### config.mk
export PLATFORM = sky130hd
export DESIGN_NAME = ccm_seq
export DESIGN_NICKNAME = d
export VERILOG_FILES = /design/src/rtl/ccm_pkg.sv /design/src/rtl/ccm_ctr_inc.sv /design/src/rtl/ccm_tag_cmp.sv /design/src/rtl/ccm_pt_buf.sv /design/src/rtl/ccm_seq.sv
export SDC_FILE = /design/constraint.sdc
export NUM_CORES = 2
export LEC_CHECK = 0
export BUFFER_PORTS_ARGS = -buffer_cell sky130_fd_sc_hd__clkbuf_2
export CAP_MARGIN = 20
export CORE_AREA = 2 2 566 343
export CTS_CLUSTER_DIAMETER = 200
export DETAILED_ROUTE_END_ITERATION = 16
export DIE_AREA = 0 0 568 345
export PLACE_DENSITY_LB_ADDON = 0.2
export REMOVE_ABC_BUFFERS = 1
export SETUP_SLACK_MARGIN = 0.05
export SLEW_MARGIN = 15
export SYNTH_ARGS = -nofsm -noshare
export SYNTH_HDL_FRONTEND = slang
export SYNTH_SLANG_ARGS = --single-unit
### constraint.sdc
create_clock -name clk -period 13.3 [get_ports clk]
set_clock_uncertainty 0.1 [all_clocks]
set_input_delay 0 -clock clk [delete_from_list [all_inputs] [get_ports clk]]
set_output_delay 0 -clock clk [all_outputs]
set_load 0.05 [all_outputs]
### src/rtl/ccm_pkg.sv
package ccm_pkg;

    typedef enum logic [2:0] {
        S_IDLE = 3'd0,
        S_AAD  = 3'd1,
        S_MSG  = 3'd2,
        S_REQ  = 3'd3,
        S_WAIT = 3'd4,
        S_RMAC = 3'd5,
        S_REL  = 3'd6
    } fsm_e;

    typedef enum logic [2:0] {
        OP_AMAC = 3'd0,
        OP_EMAC = 3'd1,
        OP_ECTR = 3'd2,
        OP_DCTR = 3'd3,
        OP_DMAC = 3'd4,
        OP_TAG  = 3'd5
    } op_e;

endpackage

### src/rtl/ccm_ctr_inc.sv
module ccm_ctr_inc #(
    parameter int BLK_W = 128,
    parameter int CTR_W = 32
) (
    input  logic [BLK_W-1:0] cur,
    output logic [BLK_W-1:0] nxt
);
    // only the low field counts; upper bits pass through
    assign nxt = {cur[BLK_W-1:CTR_W], cur[CTR_W-1:0] + CTR_W'(1)};
endmodule

### src/rtl/ccm_tag_cmp.sv
module ccm_tag_cmp #(
    parameter int BLK_W = 128
) (
    input  logic [BLK_W-1:0] calc,
    input  logic [BLK_W-1:0] expect_tag,
    output logic             match
);
    // whole-width reduction: no early exit on the first differing bit
    assign match = ~|(calc ^ expect_tag);
endmodule

### src/rtl/ccm_pt_buf.sv
module ccm_pt_buf #(
    parameter int BLK_W   = 128,
    parameter int MAX_BLK = 8,
    localparam int IDX_W  = (MAX_BLK > 1) ? $clog2(MAX_BLK) : 1
) (
    input  logic             clk,
    input  logic             we,
    input  logic [IDX_W-1:0] widx,
    input  logic [BLK_W-1:0] wdata,
    input  logic [IDX_W-1:0] ridx,
    output logic [BLK_W-1:0] rdata
);
    logic [BLK_W-1:0] mem_q [MAX_BLK];

    always_ff @(posedge clk) begin
        if (we) begin
            mem_q[widx] <= wdata;
        end
    end

    assign rdata = mem_q[ridx];
endmodule

### src/rtl/ccm_seq.sv
module ccm_seq #(
    parameter int BLK_W   = 128,
    parameter int CTR_W   = 32,
    parameter int MAX_BLK = 8,
    parameter int AAD_CW  = 8,
    localparam int MSG_CW = $clog2(MAX_BLK + 1),
    localparam int IDX_W  = (MAX_BLK > 1) ? $clog2(MAX_BLK) : 1
) (
    input  logic              clk,
    input  logic              rst_n,
    input  logic              start,
    input  logic              decrypt,
    input  logic [AAD_CW-1:0] n_aad,
    input  logic [MSG_CW-1:0] n_msg,
    input  logic [BLK_W-1:0]  ctr0,
    input  logic [BLK_W-1:0]  tag_in,
    input  logic              in_valid,
    output logic              in_ready,
    input  logic [BLK_W-1:0]  in_data,
    output logic              ciph_req_valid,
    input  logic              ciph_req_ready,
    output logic [BLK_W-1:0]  ciph_req_data,
    input  logic              ciph_rsp_valid,
    input  logic [BLK_W-1:0]  ciph_rsp_data,
    output logic              out_valid,
    output logic [BLK_W-1:0]  out_data,
    output logic              tag_valid,
    output logic [BLK_W-1:0]  tag_out,
    output logic              done,
    output logic              auth_fail
);
    import ccm_pkg::*;

    typedef struct packed {
        fsm_e              fsm;
        op_e               op;
        logic              dec;
        logic [AAD_CW-1:0] n_aad;
        logic [AAD_CW-1:0] aad_cnt;
        logic [MSG_CW-1:0] n_msg;
        logic [MSG_CW-1:0] msg_cnt;
        logic [MSG_CW-1:0] idx;
        logic [BLK_W-1:0]  c0;
        logic [BLK_W-1:0]  ctr;
        logic [BLK_W-1:0]  mac;
        logic [BLK_W-1:0]  req;
        logic [BLK_W-1:0]  blk;
        logic [BLK_W-1:0]  tag_exp;
        logic [BLK_W-1:0]  out_data;
        logic [BLK_W-1:0]  tag_out;
        logic              out_valid;
        logic              tag_valid;
        logic              done;
        logic              auth_fail;
    } st_t;

    st_t st_d, st_q;

    logic [BLK_W-1:0] ctr_first;
    logic [BLK_W-1:0] ctr_next;
    logic [BLK_W-1:0] calc_tag;
    logic             tag_match;
    logic             buf_we;
    logic [BLK_W-1:0] buf_wdata;
    logic [BLK_W-1:0] buf_rdata;
    logic [MSG_CW-1:0] aad_inc_unused;
    logic [AAD_CW-1:0] aad_nxt;
    logic [MSG_CW-1:0] msg_nxt;
    logic [MSG_CW-1:0] idx_nxt;

    assign aad_inc_unused = '0;
    assign aad_nxt   = st_q.aad_cnt + AAD_CW'(1);
    assign msg_nxt   = st_q.msg_cnt + MSG_CW'(1);
    assign idx_nxt   = st_q.idx + MSG_CW'(1);
    assign calc_tag  = st_q.mac ^ ciph_rsp_data;
    assign buf_wdata = st_q.blk ^ ciph_rsp_data;

    ccm_ctr_inc #(.BLK_W(BLK_W), .CTR_W(CTR_W)) u_inc_first (
        .cur (ctr0),
        .nxt (ctr_first)
    );

    ccm_ctr_inc #(.BLK_W(BLK_W), .CTR_W(CTR_W)) u_inc_run (
        .cur (st_q.ctr),
        .nxt (ctr_next)
    );

    ccm_tag_cmp #(.BLK_W(BLK_W)) u_cmp (
        .calc       (calc_tag),
        .expect_tag (st_q.tag_exp),
        .match      (tag_match)
    );

    ccm_pt_buf #(.BLK_W(BLK_W), .MAX_BLK(MAX_BLK)) u_buf (
        .clk   (clk),
        .we    (buf_we),
        .widx  (st_q.msg_cnt[IDX_W-1:0]),
        .wdata (buf_wdata),
        .ridx  (st_q.idx[IDX_W-1:0]),
        .rdata (buf_rdata)
    );

    always_comb begin
        st_d           = st_q;
        st_d.out_valid = 1'b0;
        st_d.tag_valid = 1'b0;
        st_d.done      = 1'b0;
        buf_we         = 1'b0;

        unique case (st_q.fsm)
            S_IDLE: begin
                if (start) begin
                    st_d.dec       = decrypt;
                    st_d.n_aad     = n_aad;
                    st_d.n_msg     = n_msg;
                    st_d.c0        = ctr0;
                    st_d.ctr       = ctr_first;
                    st_d.tag_exp   = tag_in;
                    st_d.mac       = '0;
                    st_d.aad_cnt   = '0;
                    st_d.msg_cnt   = '0;
                    st_d.idx       = '0;
                    st_d.auth_fail = 1'b0;
                    st_d.tag_out   = '0;
                    st_d.out_data  = '0;
                    if (n_aad != '0) begin
                        st_d.fsm = S_AAD;
                    end else if (n_msg != '0) begin
                        st_d.fsm = S_MSG;
                    end else begin
                        st_d.req = ctr0;
                        st_d.op  = OP_TAG;
                        st_d.fsm = S_REQ;
                    end
                end
            end
            S_AAD: begin
                if (in_valid) begin
                    st_d.req = st_q.mac ^ in_data;
                    st_d.op  = OP_AMAC;
                    st_d.fsm = S_REQ;
                end
            end
            S_MSG: begin
                if (in_valid) begin
                    st_d.blk = in_data;
                    if (st_q.dec) begin
                        st_d.req = st_q.ctr;
                        st_d.op  = OP_DCTR;
                    end else begin
                        st_d.req = st_q.mac ^ in_data;
                        st_d.op  = OP_EMAC;
                    end
                    st_d.fsm = S_REQ;
                end
            end
            S_REQ: begin
                if (ciph_req_ready) begin
                    st_d.fsm = S_WAIT;
                end
            end
            S_WAIT: begin
                if (ciph_rsp_valid) begin
                    unique case (st_q.op)
                        OP_AMAC: begin
                            st_d.mac     = ciph_rsp_data;
                            st_d.aad_cnt = aad_nxt;
                            if (aad_nxt != st_q.n_aad) begin
                                st_d.fsm = S_AAD;
                            end else if (st_q.n_msg != '0) begin
                                st_d.fsm = S_MSG;
                            end else begin
                                st_d.req = st_q.c0;
                                st_d.op  = OP_TAG;
                                st_d.fsm = S_REQ;
                            end
                        end
                        OP_EMAC: begin
                            st_d.mac = ciph_rsp_data;
                            st_d.req = st_q.ctr;
                            st_d.op  = OP_ECTR;
                            st_d.fsm = S_REQ;
                        end
                        OP_ECTR: begin
                            st_d.out_valid = 1'b1;
                            st_d.out_data  = st_q.blk ^ ciph_rsp_data;
                            st_d.ctr       = ctr_next;
                            st_d.msg_cnt   = msg_nxt;
                            if (msg_nxt == st_q.n_msg) begin
                                st_d.req = st_q.c0;
                                st_d.op  = OP_TAG;
                                st_d.fsm = S_REQ;
                            end else begin
                                st_d.fsm = S_MSG;
                            end
                        end
                        OP_DCTR: begin
                            buf_we       = 1'b1;
                            st_d.ctr     = ctr_next;
                            st_d.msg_cnt = msg_nxt;
                            if (msg_nxt == st_q.n_msg) begin
                                st_d.idx = '0;
                                st_d.fsm = S_RMAC;
                            end else begin
                                st_d.fsm = S_MSG;
                            end
                        end
                        OP_DMAC: begin
                            st_d.mac = ciph_rsp_data;
                            st_d.idx = idx_nxt;
                            if (idx_nxt == st_q.n_msg) begin
                                st_d.req = st_q.c0;
                                st_d.op  = OP_TAG;
                                st_d.fsm = S_REQ;
                            end else begin
                                st_d.fsm = S_RMAC;
                            end
                        end
                        default: begin
                            if (!st_q.dec) begin
                                st_d.tag_valid = 1'b1;
                                st_d.tag_out   = calc_tag;
                                st_d.done      = 1'b1;
                                st_d.fsm       = S_IDLE;
                            end else if (!tag_match) begin
                                st_d.auth_fail = 1'b1;
                                st_d.done      = 1'b1;
                                st_d.fsm       = S_IDLE;
                            end else if (st_q.n_msg == '0) begin
                                st_d.done = 1'b1;
                                st_d.fsm  = S_IDLE;
                            end else begin
                                st_d.idx = '0;
                                st_d.fsm = S_REL;
                            end
                        end
                    endcase
                end
            end
            S_RMAC: begin
                st_d.req = st_q.mac ^ buf_rdata;
                st_d.op  = OP_DMAC;
                st_d.fsm = S_REQ;
            end
            S_REL: begin
                st_d.out_valid = 1'b1;
                st_d.out_data  = buf_rdata;
                st_d.idx       = idx_nxt;
                if (idx_nxt == st_q.n_msg) begin
                    st_d.done = 1'b1;
                    st_d.fsm  = S_IDLE;
                end
            end
            default: st_d.fsm = S_IDLE;
        endcase
    end

    always_ff @(posedge clk or negedge rst_n) begin
        if (!rst_n) begin
            st_q <= '0;
        end else begin
            st_q <= st_d;
        end
    end

    assign in_ready       = (st_q.fsm == S_AAD) || (st_q.fsm == S_MSG);
    assign ciph_req_valid = (st_q.fsm == S_REQ);
    assign ciph_req_data  = st_q.req;
    assign out_valid      = st_q.out_valid;
    assign out_data       = st_q.out_data;
    assign tag_valid      = st_q.tag_valid;
    assign tag_out        = st_q.tag_out;
    assign done           = st_q.done;
    assign auth_fail      = st_q.auth_fail;
endmodule

==> flow_summary.ini <==
[outcome]
status = finished, violations left
violations = DRC

[clocking]
clk_latency_ns = 0.85
cts_buffers = 200
cts_buffer_depth = 4
cts.sinks = 2087
cts-resized-gates = 0
tritoncts = built
clkTransAtPathRegs_ns = 0.07
root_buffer = clkbuf_16
h-tree-depth = 4

[timing]
tns_ns = 0
tightest_slew_ns = 1.25
grt_setup_unrepaired = no
slew_headroom_pct = 16.8
max_freq_mhz = 206
slew_viol_final = 0
final.min_clock_period_ns = 4.86
min_period_over_period_pct = 36.6
hold_violations = 0
report.final.setup_viol = 0
fin_ws_ns = 8.44

[synth]
synth-warning-count = 0
synth_common_cells = nand2_1, dfrtp_1, edfxtp_1
syn_inst = 7231
yosys_most_used_dff = dfrtp_1
synth-edff-count = 1024
synth_area_leaders = edfxtp_1, dfrtp_1, nand2_1
synthMuxAreaShare_pct = 12.0
ys_async_sr_fraction_pct = 50.9
synth-simple-area-share_pct = 8.14
yosys_register_bits = 2087
syn_avg_cell_area_sq_um = 13.1
synthAdderAreaFrac_pct = 0.0658
synth_xor_area_share_pct = 8.27
synth_top_family_by_area = multiplexers
synth_seq_area_share_pct = 60.3
yosysMostFrequentCell = nand2_1
ys_types = 72
synth_compound_area_share_pct = 5.88
yosysTopAreaCellShare_pct = 32.3
syn_area_sq_mm = 0.0951
synth_area_leader_cell = edfxtp_1

[floorplan]
ios = 921
core_sq_mm = 0.192
die_w_microns = 568
start_util_pct = 49.6
die-area_sq_mm = 0.196
die_height_microns = 345
rows = 125

[worst_setup_path]
crit_type = register to register
crit_fanout = 43
required_ns = 13.99
crit_arrival_ns = 5.55
cp-startpoint = st_q[1060]$_DFFE_PN0P_
reg2reg_from = st_q[1060]$_DFFE_PN0P_
startpoint_type = register
critPathCaptureType = register

[min_path]
hp-class = input port to register
hold_start = ctr0[39]

[placement]
post-dp-hpwl_mm = 183
gp_congestion = 0.847
io_buffers = 920
dpl_worst_slack_ns = 8.13

[pwr]
ir_worst_vdd_uv = 246
power_leakage_uw = 0.0486
power.density_mw_per_mm2 = 200

[global_route]
grt.overflow.total = 0
grt_start_max_net_pins = 164
grt_usage_pct = 31.0
grt_pass1_vias = 67094
grt_pass1_wl_mm = 451
antenna_found_initial = 30

[detailed_routing]
drc_errors = 4
finalWirelength_mm = 308
dr.pass1.iters = 15
via_per_inst = 5.83
dr_total_vias = 66182
drt-initial-drc-count = 7819
wire_per_inst_microns = 27.1
postRouteAntennaNets = 0

[finish]
fillers = 14377
area_growth_pct = 22.6
drive_above_1_share_pct = 22.0
layout.nets = 9159

[run]
drv_cap = 0
[worst max-delay path: stages (launching register included)]
cell and delay, ns:
dfrtp_1 0.65, nor2_1 0.36, nand2_2 0.15, buf_4 0.35, o21ai_4 0.95, buf_4 0.71, buf_4 0.80, a222oi_1 0.28
o211ai_1 0.18, mux2_2 0.19
[power breakdown]
group | internal, uW | total, uW | switching [uW]
sequential | 8460 | 9430 | 972
combinational | 2780 | 7990 | 5210
clock | 3320 | 5900 | 2590
total | 14600 | 23300 | 8770
[cells in the final DEF, fill, tap and decap left out, types with 159 or more instances in the layout]
| master | instances |
|---|---|
| dfrtp_1 | 1060 |
| mux2_2 | 297 |
| o21ai_0 | 312 |
| xnor2_1 | 159 |
| edfxtp_1 | 1024 |
| clkbuf_16 | 203 |
| nand2_1 | 1701 |
| dlygate4sd3_1 | 1072 |
| clkbuf_2 | 919 |
| xor2_1 | 404 |
| mux4_2 | 256 |
[metrics by stage]
stage | util [%] | cells | total power [uW] | instance area (sq um) | hold slack, ns
floorplan | - | 6319 | 14800 | 90100 | -0.396
global placement | 51.6 | 9881 | 16900 | 99000 | -0.0436
detailed placement | 51.7 | 9885 | 17100 | 99100 | -0.0482
CTS | 60.8 | 11324 | 23300 | 116000 | 0.000135
global route | 60.8 | 11341 | 24300 | 117000 | 0.0168
finish | 60.8 | 11347 | 23300 | 117000 | 0.0432
[final cells by class]
cell class / count / area, sq um / area share, %
flip-flops and latches: 2087 / 57400 / 49.2
multi-input cells: 4225 / 32900 / 28.2
repair buffers: 2102 / 16400 / 14.1
clock buffers: 273 / 5570 / 4.78
well taps: 2540 / 3180 / 2.73
clock inverters: 94 / 1060 / 0.906
diodes: 19 / 47.5 / 0.0408
inverters: 7 / 26.3 / 0.0225
[state kept, by name (all words and copies together) (netlist names)]
signal,cells
u_buf.mem_q,1024
st_q,675
ciph_req_data,128
out_data,128
tag_out,128
auth_fail,1
done,1
out_valid,1
tag_valid,1
[routing by layer]
metal  track usage [%]  vias to the layer above  routed length (microns)
met5                 0                        -                      110
met4              8.97                       16                     8850
met3              6.49                      595                    27900
met2              47.7                     3362                   141000
met1              44.7                    33974                   130000
li1                  -                    28235                        -
[cells by family (layout without fill, tap and decap cells)]
| logic type | Yosys count | after routing |
|---|---|---|
| DFF | 2087 | 2087 |
| AOI/OAI and AO/OA | 811 | 811 |
| and+or+nand+nor | 1946 | 1946 |
| other | 0 | 19 |
| buffers and inverters | 919 | 2476 |
| xor gates and xnor gates | 693 | 693 |
| muxes | 770 | 770 |
| adders and majority gates | 5 | 5 |
[final timing paths]
kind                       slack [ns]                             end  depth (start not counted)
hold / removal                   0.04   ciph_req_data[39]$_DFFE_PN0P_                          5
setup reg to reg                 8.44  ciph_req_data[127]$_DFFE_PN0P_                          9
setup / recovery                 8.44  ciph_req_data[127]$_DFFE_PN0P_                          9
max in group asynchronous       10.27         tag_out[64]$_DFFE_PN0P_                          6
min in group asynchronous        0.32           st_q[958]$_DFFE_PN0P_                          4
hold reg to reg                  0.38        tag_out[114]$_DFFE_PN0P_                          2
[repair_timing]
action,in CTS,in global routing
hold buffers,1072,1
endpoints found under the hold margin,2457,1
setup buffers,0,0
(Power assumes the default switching activity.)
